$ cat src/rtl/ham74_pkg.sv
package ham74_pkg;
  typedef struct packed {
    logic encLoad;
    logic decLoad;
  } ham74_strobe_t;
endpackage

$ cat src/rtl/ham74_ctrl.sv
module ham74_ctrl
  import ham74_pkg::*;
(
  input  logic          clk,
  input  logic          rst_n,
  input  logic          encValidIn,
  input  logic          decValidIn,
  output ham74_strobe_t strobe,
  output logic          encValidOut,
  output logic          decValidOut
);
  always_comb begin
    strobe.encLoad = encValidIn;
    strobe.decLoad = decValidIn;
  end

  always_ff @(posedge clk or negedge rst_n) begin
    if (!rst_n) begin
      encValidOut <= 1'b0;
      decValidOut <= 1'b0;
    end else begin
      encValidOut <= encValidIn;
      decValidOut <= decValidIn;
    end
  end
endmodule

$ cat src/rtl/ham74_datapath.sv
module ham74_datapath
  import ham74_pkg::*;
#(
  parameter  int PAR_W  = 3,
  localparam int CODE_W = (1 << PAR_W) - 1,
  localparam int DATA_W = CODE_W - PAR_W
) (
  input  logic              clk,
  input  logic              rst_n,
  input  ham74_strobe_t     strobe,
  input  logic [DATA_W-1:0] encDataIn,
  input  logic [CODE_W-1:0] decCodeIn,
  output logic [CODE_W-1:0] encCodeOut,
  output logic [DATA_W-1:0] decDataOut,
  output logic [PAR_W-1:0]  decSyndrome,
  output logic              decError
);
  // Positions (1-based) covered by check bit k: those whose index has bit k set.
  function automatic logic [CODE_W-1:0] coverMask(input int k);
    logic [CODE_W-1:0] m;
    for (int p = 1; p <= CODE_W; p++) m[p-1] = ((p >> k) & 1) == 1;
    return m;
  endfunction

  function automatic logic [CODE_W-1:0] encodeWord(input logic [DATA_W-1:0] d);
    logic [CODE_W-1:0] c;
    int di;
    c  = '0;
    di = 0;
    for (int p = 1; p <= CODE_W; p++) begin
      if ((p & (p - 1)) != 0) begin
        c[p-1] = d[di];
        di++;
      end
    end
    for (int k = 0; k < PAR_W; k++) c[(1 << k) - 1] = ^(c & coverMask(k));
    return c;
  endfunction

  function automatic logic [DATA_W-1:0] extractData(input logic [CODE_W-1:0] c);
    logic [DATA_W-1:0] d;
    int di;
    d  = '0;
    di = 0;
    for (int p = 1; p <= CODE_W; p++) begin
      if ((p & (p - 1)) != 0) begin
        d[di] = c[p-1];
        di++;
      end
    end
    return d;
  endfunction

  logic [PAR_W-1:0]  synNow;
  logic [CODE_W-1:0] flipMask;
  logic [CODE_W-1:0] fixedWord;
  logic [CODE_W-1:0] encNext;

  assign encNext = encodeWord(encDataIn);

  genvar gk;
  generate
    for (gk = 0; gk < PAR_W; gk++) begin : g_syn
      assign synNow[gk] = ^(decCodeIn & coverMask(gk));
    end
  endgenerate

  always_comb begin
    flipMask = '0;
    for (int p = 1; p <= CODE_W; p++)
      if (int'(synNow) == p) flipMask[p-1] = 1'b1;
    fixedWord = decCodeIn ^ flipMask;
  end

  always_ff @(posedge clk or negedge rst_n) begin
    if (!rst_n) begin
      encCodeOut  <= '0;
      decDataOut  <= '0;
      decSyndrome <= '0;
      decError    <= 1'b0;
    end else begin
      if (strobe.encLoad) encCodeOut <= encNext;
      if (strobe.decLoad) begin
        decDataOut  <= extractData(fixedWord);
        decSyndrome <= synNow;
        decError    <= |synNow;
      end
    end
  end
endmodule

$ cat src/rtl/ham74_codec.sv
module ham74_codec
  import ham74_pkg::*;
#(
  parameter  int PAR_W  = 3,
  localparam int CODE_W = (1 << PAR_W) - 1,
  localparam int DATA_W = CODE_W - PAR_W
) (
  input  logic              clk,
  input  logic              rst_n,
  input  logic              encValidIn,
  input  logic [DATA_W-1:0] encDataIn,
  output logic              encValidOut,
  output logic [CODE_W-1:0] encCodeOut,
  input  logic              decValidIn,
  input  logic [CODE_W-1:0] decCodeIn,
  output logic              decValidOut,
  output logic [DATA_W-1:0] decDataOut,
  output logic [PAR_W-1:0]  decSyndrome,
  output logic              decError
);
  ham74_strobe_t strobe;

  ham74_ctrl u_ctrl (
    .clk         (clk),
    .rst_n       (rst_n),
    .encValidIn  (encValidIn),
    .decValidIn  (decValidIn),
    .strobe      (strobe),
    .encValidOut (encValidOut),
    .decValidOut (decValidOut)
  );

  ham74_datapath #(.PAR_W(PAR_W)) u_dp (
    .clk         (clk),
    .rst_n       (rst_n),
    .strobe      (strobe),
    .encDataIn   (encDataIn),
    .decCodeIn   (decCodeIn),
    .encCodeOut  (encCodeOut),
    .decDataOut  (decDataOut),
    .decSyndrome (decSyndrome),
    .decError    (decError)
  );
endmodule

$ cat config.mk
export PLATFORM = sky130hd
export DESIGN_NAME = ham74_codec
export DESIGN_NICKNAME = d
export VERILOG_FILES = /design/src/rtl/ham74_pkg.sv /design/src/rtl/ham74_ctrl.sv /design/src/rtl/ham74_datapath.sv /design/src/rtl/ham74_codec.sv
export SDC_FILE = /design/constraint.sdc
export NUM_CORES = 1
export LEC_CHECK = 0
export ABC_CLOCK_PERIOD_IN_PS = 1200
export BUFFER_PORTS_ARGS = -buffer_cell sky130_fd_sc_hd__buf_2
export CELL_PAD_IN_SITES_DETAIL_PLACEMENT = 0
export CELL_PAD_IN_SITES_GLOBAL_PLACEMENT = 2
export CORE_MARGIN = 1.5
export CORE_UTILIZATION = 29
export CTS_BUF_LIST = sky130_fd_sc_hd__clkbuf_16
export DETAILED_ROUTE_END_ITERATION = 16
export GPL_TIMING_DRIVEN = 0
export MAX_ROUTING_LAYER = met4
export PLACE_DENSITY_LB_ADDON = 0.1
export REMOVE_ABC_BUFFERS = 1
export SLEW_MARGIN = 20
export SYNTH_ARGS = -nofsm -noshare
export SYNTH_HDL_FRONTEND = slang
export SYNTH_SLANG_ARGS = --single-unit
$ cat constraint.sdc
create_clock -name clk -period 1.2 [get_ports clk]
set_input_delay 0.36 -clock clk [delete_from_list [all_inputs] [get_ports clk]]
set_output_delay 0.36 -clock clk [all_outputs]
set_load 0.02 [all_outputs]
-- Word level (Yosys, flattened, before mapping)
Index checks and enable logic that the tools add are counted.
- word-level logic and storage cells: 54
- register bits after elaboration: 17
- bits of input ports: 15
- output and inout port bits: 17
- bitwise gates (word level): 1
- add/subtract/negate cells: 2
- eq/ne operators: 7
- reductions and logical operators: 10
- multiplexer cells: 22
- $lt $le $gt $ge: 6
- operators by type and width (kind ; count):
    32-bit by 1-bit >= comparator with 1-bit output, second input constant ; 3
    32-bit by 4-bit less-than comparator with 1-bit output, second input constant ; 3
    32-bit 2-to-1 mux ; 3
    32-bit by 2-bit adder with 32-bit output, second input constant ; 2
    7-bit XOR reduction ; 6
    4-bit bitwise mux ; 3
    3-bit equality test, second input constant ; 4
    1-bit 2-to-1 mux ; 11
    4-bit 2-to-1 mux ; 2
    7-bit bitwise XOR ; 1
    1-bit demux with 2-bit select ; 3
    3-bit by 2-bit equality test with 1-bit output, second input constant ; 2
    3-bit by 1-bit equality test with 1-bit output, second input constant ; 1
    1-bit logical AND ; 3
    3-bit OR reduction ; 1

-- Depth between registers and ports, before layout
Gate-level depths: netlist of run 1.
- word-level depth: 10
- depth in mapped cells: 4
- mapped depth without buffers: 4

-- Cells and area by module
From an unflattened synthesis of run 1, not the netlist that was laid out.
- cells, all modules: 72
- area total of the unflattened synthesis: 824.5 µm²
- modules (own cells, without submodules) (module ; times used ; cells each ; area an instance (µm²) ; seq. area each (µm²)):
    ham74_datapath ; 1 ; 68 ; 759.5 ; 375.4
    ham74_ctrl ; 1 ; 4 ; 65.1 ; 50.0

-- Least setup slack after synthesis of run 1
Ideal clock, no wire load.
- kind: input-to-reg
- start: in decCodeIn[6]
- end: reg u_dp.decDataOut[1]
- stages: 4
- data arrival time: 1425 ps
- data required time: 1118 ps
- library setup time: 82 ps
- buffers on the path: 0
- slack: -307 ps
- path through: xnor2_1 xnor2_1 or4_1 a31oi_1
- longest elaborated chain between the ends: 9
- elaborated cells between the ends (all ways): 15
- classes of those cells: eq/ne (3); mux (8); bitwise (1); reduce/logical (3)
- RTL lines (element ; RTL line ; text):
    from (decl) ; ham74_codec.sv:15 ; input logic [CODE_W-1:0] decCodeIn,
    7-bit XOR reduction ; ham74_datapath.sv:64 ; assign synNow[gk] = ^(decCodeIn & coverMask(gk));
    3-bit equality test ; ham74_datapath.sv:71 ; if (int'(synNow) == p) flipMask[p-1] = 1'b1;
    1-bit 2-to-1 mux ; ham74_datapath.sv:71 ;
    7-bit bitwise XOR * ; ham74_datapath.sv:72 ; fixedWord = decCodeIn ^ flipMask;
    4-bit bitwise mux ; ham74_datapath.sv:47 ; d[di] = c[p-1];
    4-bit 2-to-1 mux ; ham74_datapath.sv:83 ; if (strobe.decLoad) begin
    4-bit bitwise mux ; ham74_datapath.sv:47 ;
    4-bit 2-to-1 mux ; ham74_datapath.sv:83 ;
    4-bit bitwise mux * ; ham74_datapath.sv:47 ;
    to (signal assigned) ; ham74_datapath.sv:84 ; decDataOut <= extractData(fixedWord);
    to (decl) ; ham74_datapath.sv:14 ; output logic [DATA_W-1:0] decDataOut,
Mark *: on every way between the ends. The rest lies on a longest branch, timed or not. The select of a mux whose other input is x is not followed.
A chain may end at the register's enable or synchronous reset.

-- Worst setup path in the final report of run 1
- start: in decCodeIn[2]
- end: reg u_dp.decDataOut[2]
Same word-level chain as after synthesis.

==> results of run 1 <==
## state kept, by name, indices dropped and copies added (netlist names)
| name | count |
|---|---|
| u_dp.decDataOut | 4 |
| u_ctrl.encValidOut | 1 |
| u_dp.decSyndrome | 3 |
| u_dp.decError | 1 |
| u_dp.encCodeOut | 7 |
| u_ctrl.decValidOut | 1 |
## repair_timing
item / CTS / global route
gates cloned: 0 / 0
gates resized for setup: 27 / 3
pin swaps: 11 / 7
buffers inserted: 6 / 2
setup endpoints to repair: 4 / 4
## critical path: stages
cell	delay, ps
buf_12	120
xor2_4	190
xnor2_2	180
or4_1	500
a31oi_1	170
## path summary, 6_finish.rpt
kind,endpoint,from,depth (start not counted)
min in group clk,u_ctrl.encValidOut,encValidIn,1
worst min-delay path,u_ctrl.encValidOut,rst_n,1
worst max register to register,u_dp.decDataOut[0],u_dp.decDataOut[0],3
worst min register to register,u_dp.encCodeOut[3],u_dp.encCodeOut[3],1
max in group asynchronous,u_dp.decDataOut[3],rst_n,1
worst max-delay path,u_dp.decDataOut[2],decCodeIn[2],5
## per-layer routing
metal,vias up,track usage,share of wire,routed length (um)
met3,2,0.0276,0.052,95
met4,0,0.0612,0.012,21
met1,320,0.144,0.42,762
met5,-,-,0,0
li1,330,-,-,-
met2,21,0.199,0.52,936
## cell usage in the layout (no fill, tap or decap), types with 2 or more instances in the layout
master     count
dfrtp_1       17
clkbuf_16      3
a31oi_1        3
o31ai_1        3
inv_1          2
mux2_2         7
xnor2_2        4
buf_12         2
nor2_1         7
buf_4          7
xnor2_1        5
xnor2_4        6
buf_2         26
buf_6          4
a21oi_1        4
or4_1          3
## final cells by class
type	instances	share of cell area
clock buffer	3	0.0558
inverter	1	0.00279
clock inverter	1	0.00279
multi-input combinational	49	0.394
sequential	17	0.316
timing repair buffer	39	0.199
tap	31	0.0288
## per-stage QoR
step                      cell area (um^2)  TNS [ps]  instances
after floorplan                        821     -1080         67
after global placement                1010     -2950        129
after detailed placement              1010     -2960        129
after CTS                             1310      -513        139
after global routing                  1350      -683        141
final                                 1350      -485        141
## power by group through the flow
stage / logic, mW / clock network [mW] / registers, mW
2_1_floorplan: 0.204 / 0 / 0.816
3_3_place_gp: 0.494 / 0 / 0.704
3_5_place_dp: 0.494 / 0 / 0.709
4_1_cts: 0.628 / 0.659 / 0.699
5_1_grt: 0.718 / 0.682 / 0.707
6_report: 0.668 / 0.645 / 0.698
## cells by family (layout without fill, tap and decap cells)
logic type | Yosys count | count (layout) | synth area share
mux | 7 | 7 | 0.0947
flops | 17 | 17 | 0.511
buf+inv | 4 | 44 | 0.0180
compound gates | 12 | 12 | 0.0917
simple gates | 14 | 14 | 0.0887
xor+xnor | 16 | 16 | 0.195
==> results by stage, run 1 <==
Setup path:
- The worst setup path is launched from a primary input.
- The worst register-to-register path has a setup slack of 220 ps.
- The worst setup path is captured at a register.
- The maximum fanout along the worst path is 4.
- The arrival time at the worst endpoint is 1520 ps.
- At the worst endpoint, the required time is roughly 1400 ps.
- The critical path class is in -> reg.

Floorplanning:
- The count of boundary I/O pins is 32.
- In this run the horizontal extent of the chip is 56.6 um.
- The die is roughly 57 um tall.
- The die covers ~3200 um^2.
- The placeable core region is approximately 2700 um^2.
- The initial utilization of the core area, before any placement, comes to 0.304.
- The number of rows created at floorplan is 19.

Power:
- The internal portion of the total power is between 1 and 1.5 mW.
- The leakage power of the design is around 0.59 nW.
- Of the total power, the share spent switching nets is 0.294.
- Across the VDD grid, the largest voltage drop is ~900 uV.
- The share of total power dissipated in combinational logic is 0.332.
- The relative contribution of the clock network to total power is 0.321.
- The total design power is 2.01 mW.
- The register share of total power is 0.347.
- The net load switching power is just under 0.6 mW.
- The power per standard cell area is roughly 1500 nW/um^2.

Route:
- The DRC violations left is 0.
- In the final routed layout, each cell accounts on average for approximately 13 um.
- The first TritonRoute pass finished after 2 iterations.
- The detail route stage leaves a number of antenna-violating nets equal to 0.
- The wire length reported by the detailed router is ~1.8 mm.
- After the first detailed-routing iteration, the DRC count stood at 2.
- The post-detailed-route via-to-cell ratio is 4.77.
- The total via count in the routed design is around 670.

Yosys:
- Synthesis produced a netlist whose cell count is 70.
- The cell area that synthesis handed to floorplanning was between 800 and 900 um^2.
- The area share of the largest cell type after synthesis is 0.511.
- The commonest cells after synthesis are dfrtp_1, xnor2_1, mux2_2, nor2_1, a21oi_1.
- After synthesis the netlist holds a flip-flop and latch count of 17.
- Summed over all instances, the cell type with the most area after synthesis is dfrtp_1.
- The number of flops mapped to enable cells by yosys is 0.
- The number of distinct library cells after synthesis is 19.
- The most common cell in the netlist is dfrtp_1.
- The sequential share of the synthesized area is 0.511.
- A synthesized cell averages 11.9 um^2.
- The most used flip-flop cell after synthesis is dfrtp_1.
- Yosys attributes the largest share of cell area to dfrtp_1, xnor2_1, mux2_2.
- In the synthesized netlist the async set-or-reset flop fraction comes to 1.00.
- The number of synthesis warnings is 0.

Clocking:
- The number of buffers between clock root and the deepest sink is 2.
- CTS built an H-tree with a depth of 1.
- In this run, post-CTS hold repair placed 0 buffers.
- Clock tree synthesis found a total of 17 sinks.
- Clock-pin slew was measured on the worst setup and hold paths at roughly 50 ps.
- The CTS tree is built.
- In this run, CTS created clock tree buffers numbering 3.
- The clock insertion delay at the later pin of the skew report is roughly 240 ps.
- Clock tree synthesis selected as its root buffer the cell clkbuf_16.

Finish:
- The count of filler cells inserted in the layout is 258.
- The footprint of the multi-input gates is around 530 um^2.
- Compared with the post-synthesis result, the final layout area differs by 61.7%.
- The final cell utilization of the core is 0.492.
- The sequential cell area is approximately 430 um^2.
- The number of antenna diodes in the final layout is 0.
- The net count of the finished layout is 126.
- The share of final-layout standard cells stronger than drive strength 1 is 0.545.

Placement:
- OpenSTA, run right after detailed placement, puts the worst setup slack at -573 ps.
- Port buffering added 31 buffers.
- The placer congestion estimate is about 0.64.
- The final HPWL from detailed placement is roughly 1.2 mm.

Run:
- Across the run, the number of max-cap violations was 0.

STA:
- The count of pins over their slew limit is 0.
- Clock skew on the completed layout was measured at 0 ps.
- The achievable frequency is between 0.7 and 0.8 GHz.
- The worst path in the final design needs a cycle of 1360 ps, including I/O delays and setup.
- Setup violations remaining at the end of the flow were counted as 4.
- Headroom to the max-slew limit came out at 0.740.
- In the finished design, the share of the clock period the worst path needs comes to 1.13.
- The final-report hold violation count is 0.
- The slew of the pin with the lowest slew margin is approximately 390 ps.
- Across all setup checks in the final design, the least slack found is -157 ps.
- Setup repair after global routing could not meet its margin everywhere.
- Across all hold checks on the routed design, the worst slack comes to around 35 ps.

Outcome:
- The checks that failed: negative setup slack.
- The flow ran to the end, but the final reports show violations.

GRT:
- The first global-routing pass estimated between 3 and 4 mm of wire.
- The via count of the first global-routing pass came to 635.
- The combined global-route utilization of all metal layers is 0.123.
- The total grt overflow is 0.
- The initial antenna violation count was 0.
- Entering global routing, the biggest net connects 19 pins.

Min path:
- The kind of path behind the tightest hold check is in -> async.
No activity file was read; power rests on OpenSTA's default activity.
==> run 2, diff against run 1 <==
--- a/config.mk
+++ b/config.mk
@@ -16,7 +16,6 @@
 export GPL_TIMING_DRIVEN = 0
 export MAX_ROUTING_LAYER = met4
 export PLACE_DENSITY_LB_ADDON = 0.1
-export REMOVE_ABC_BUFFERS = 1
 export SLEW_MARGIN = 20
 export SYNTH_ARGS = -nofsm -noshare
 export SYNTH_HDL_FRONTEND = slang
==> run 2 against run 1 <==
The run still ends with negative setup slack left; critical path depth is the same; design area increased by 1.2%; wire length shrank 1.7%; sequential share of layout area shrank 0.38 points; critical endpoint is now u_dp.decDataOut[3]; largest cell class unchanged.
==> results by stage, run 2 (same netlist as run 1, synthesis figures left out) <==
Finish:
- u_dp.encCodeOut holds more flip-flops than any other register.
- Compared with the post-synthesis result, the final layout area differs by 63.6%.
- The most common library cell in the layout ignoring fill and taps is buf_2.
- The final instance area is 1360 um^2 (+1.2%).
- In the final layout, the registers with the most flip-flops are u_dp.encCodeOut: 7 flops, u_dp.decDataOut: 4 flops, u_dp.decSyndrome: 3 flops.
- The sequential cell area came to 425 um^2 (unchanged).
- The flip-flop count of the largest register after layout was 7 (unchanged).
- The library cells used most frequently in the layout, excluding fill and tap cells, are buf_2, dfrtp_1, buf_4.
- The footprint of the multi-input gates is 546 um^2 (+2.8%).
- The count of inserted antenna diode cells came to 0 (unchanged).
- The number of nets at the end of the flow is 128 (+1.6%).
- The share of final-layout standard cells stronger than drive strength 1 came to 0.554 (+0.00812).
- The count of filler cells inserted in the layout was 261 (+1.2%).
- The number of standard cells in the final layout excluding fillers was 143 (+1.4%).

Setup path:
- In this design, the largest share of critical-path delay is due to simple AND/OR/NAND/NOR gates.
- The critical path required time was 1360 ps (about the same).
- The arrival time at the worst endpoint came to 1550 ps (+30 ps).
- The critical path class is in -> reg.
- The delay of the slowest cell on the worst path came to 520 ps (+20 ps).
- The critical path's slowest cell is or4_1.
- The buffers plus inverters on the worst setup path is 1 (unchanged).
- The signal on the critical path passes through buf_12, xnor2_4, xnor2_4, or4_1, a31oi_1.
- The startpoint class of the critical path is a primary input.
- STA classifies the critical path endpoint as a register.
- The most frequent cell on the critical path is xnor2_4.
- The launch point of the critical path is decCodeIn[2].
- The maximum fanout along the worst path is 3 (-1).
- The launch point of the worst reg-to-reg path is u_dp.decDataOut[0].

STA:
- The slew of the pin with the lowest slew margin is 377 ps (-12.8 ps).
- The worst slew margin relative to its limit is 0.749 (+0.00855).
- The final-report hold violation count was 0 (unchanged).
- The minimum clock period after layout is 1390 ps (+28.4 ps).
- The achievable frequency is 0.722 GHz (-2.0%).
- The worst hold slack after final layout is 28.8 ps (-6.37 ps).
- The count of pins over their slew limit is 0 (unchanged).
- The final critical-path setup slack is -186 ps (-28.4 ps).
- Setup repair after global routing could not meet its margin everywhere.
- The final clock skew is 0 ps (unchanged).
- The final period utilization is 1.15 (+0.0236).
- The setup violation total in the final timing report is 4 (unchanged).

GRT:
- The via count of the first global-routing pass is 658 (+3.6%).
- The total grt overflow is 0 (unchanged).
- The combined global-route utilization of all metal layers is 0.126 (+0.00298).
- The first-pass GRT wire length is 2.97 mm (-0.93%).
- The initial antenna violation count was 0 (unchanged).
- The pin count of the biggest net entering global routing came to 18 (-1).

Outcome:
- The run finished, with violations left.
- The final reports fail on negative setup slack.

Clocking:
- The total clock buffers created by CTS is 3 (unchanged).
- The CTS tree is built.
- The total number of clock tree sinks is 17 (unchanged).
- The cell at the root of the clock tree is clkbuf_16.
- The clock transition at the registers of the reported paths was 50 ps (about the same).
- The H-tree depth reported by CTS is 1 (unchanged).
- The hold-fix buffer count after cts is 0 (unchanged).
- The clock insertion delay at the later pin of the skew report is 240 ps (about the same).
- The number of buffers between clock root and the deepest sink is 2 (unchanged).

Route:
- The average wire per cell in the routed design came to 12.5 um (-3.0%).
- The length of the first detailed-routing pass in iterations is 4 (+2).
- The wire length reported by the detailed router is 1.79 mm (-1.7%).
- The post-detailed-route via-to-cell ratio is 4.67 (-2.1%).
- The DRC violations left is 0 (unchanged).
- The total via count in the routed design is 668 (-0.74%).
- The number of nets still failing antenna checks after routing is 0 (unchanged).
- The count of routing violations after the opening detailed-route iteration is 10 (+8).

Power:
- The maximum ir drop on the vdd rail is 818 uV (-6.7%).
- The leakage power of the design is 0.593 nW (about the same).
- The total design power is 2.02 mW (+0.16%).
- The power per standard cell area is 1480 nW/um^2 (-1.0%).

Floorplanning:
- The die height is 56.6 um (unchanged).
- The count of boundary I/O pins is 32 (unchanged).
- The number of rows created at floorplan is 19 (unchanged).
- The initial core utilization came to 0.304 (unchanged).
- The die span in x is 56.6 um (unchanged).
- The die outline area is 3200 um^2 (unchanged).
- The placeable core region is 2730 um^2 (unchanged).

Placement:
- The count of buffers from port buffering is 31 (unchanged).
- The number of placed cells counting well taps is 132 (+2.3%).
- The final HPWL from detailed placement is 1.36 mm (+11%).
- The worst slack at placement came to -541 ps (+31.6 ps).
- The standard cell area after detailed placement came to 1100 um^2 (+8.9%).
- The placer congestion estimate came to 0.683 (+6.3%).

Min path:
- In this run the worst hold path is classified as in -> async.

Yosys:
- The number of nets in the synthesized netlist is 85.

Run:
- The count of maximum capacitance violations is 0 (unchanged).
-- run 2: cell types whose count changed in the layout (fill, tap and decap cells not counted), sizes merged --
cell | before | now
clkbuf | 3 | 5
clkinv | 0 | 1
inv | 2 | 1
-- run 2: per-layer routing --
layer | wire length (um) | GRT usage
met1 | 732 | 0.135
met2 | 925 | 0.216
met3 | 109 | 0.0323
met4 | 18 | 0.0612
met5 | 0 | -
-- run 2: area by class of cell --
type	instances	share of cell area
Multi-Input combinational cell	49	0.401
Sequential cell	17	0.312
Timing Repair Buffer	38	0.187
Clock buffer	3	0.0551
Tap cell	31	0.0285
Buffer	3	0.00919
Clock inverter	1	0.00368
Inverter	1	0.00276
-- run 2: per-stage QoR --
step	util	setup TNS, ps
floorplan	-	-819
global placement	0.404	-3380
detailed placement	0.404	-3520
CTS	0.487	-629
global route	0.498	-902
finish	0.498	-615
-- run 2: timing repair --
| action | in CTS | in global routing |
|---|---|---|
| buffers inserted | 4 | 3 |
| pin swaps | 9 | 3 |
| gates cloned | 0 | 0 |
| gates resized for setup | 19 | 5 |
| endpoints found under the setup margin | 5 | 8 |
-- run 2: power by group --
part           leakage (nW)  switching [mW]  internal, mW
combinational         0.358           0.350         0.319
sequential            0.194          0.0413         0.659
clock                0.0409           0.201         0.445
total                 0.593           0.592          1.42
-- run 2: path summary, 6_finish.rpt --
path	to	slack, ps	cells past startpoint
min reg2reg	u_dp.encCodeOut[1]	500	1
max in group asynchronous	u_dp.decDataOut[3]	900	1
max	u_dp.decDataOut[3]	-190	5
min	u_dp.encCodeOut[0]	30	1
max reg2reg	u_dp.decDataOut[0]	190	3
min in group clk	u_ctrl.decValidOut	230	1
-- run 2: worst register-to-register path: cells and delay by family (launching register included) --
family / cells / cell delay [ps]
flops: 1 / 380
simple gates: 1 / 370
compound gates: 1 / 80
buf+inv: 1 / 60
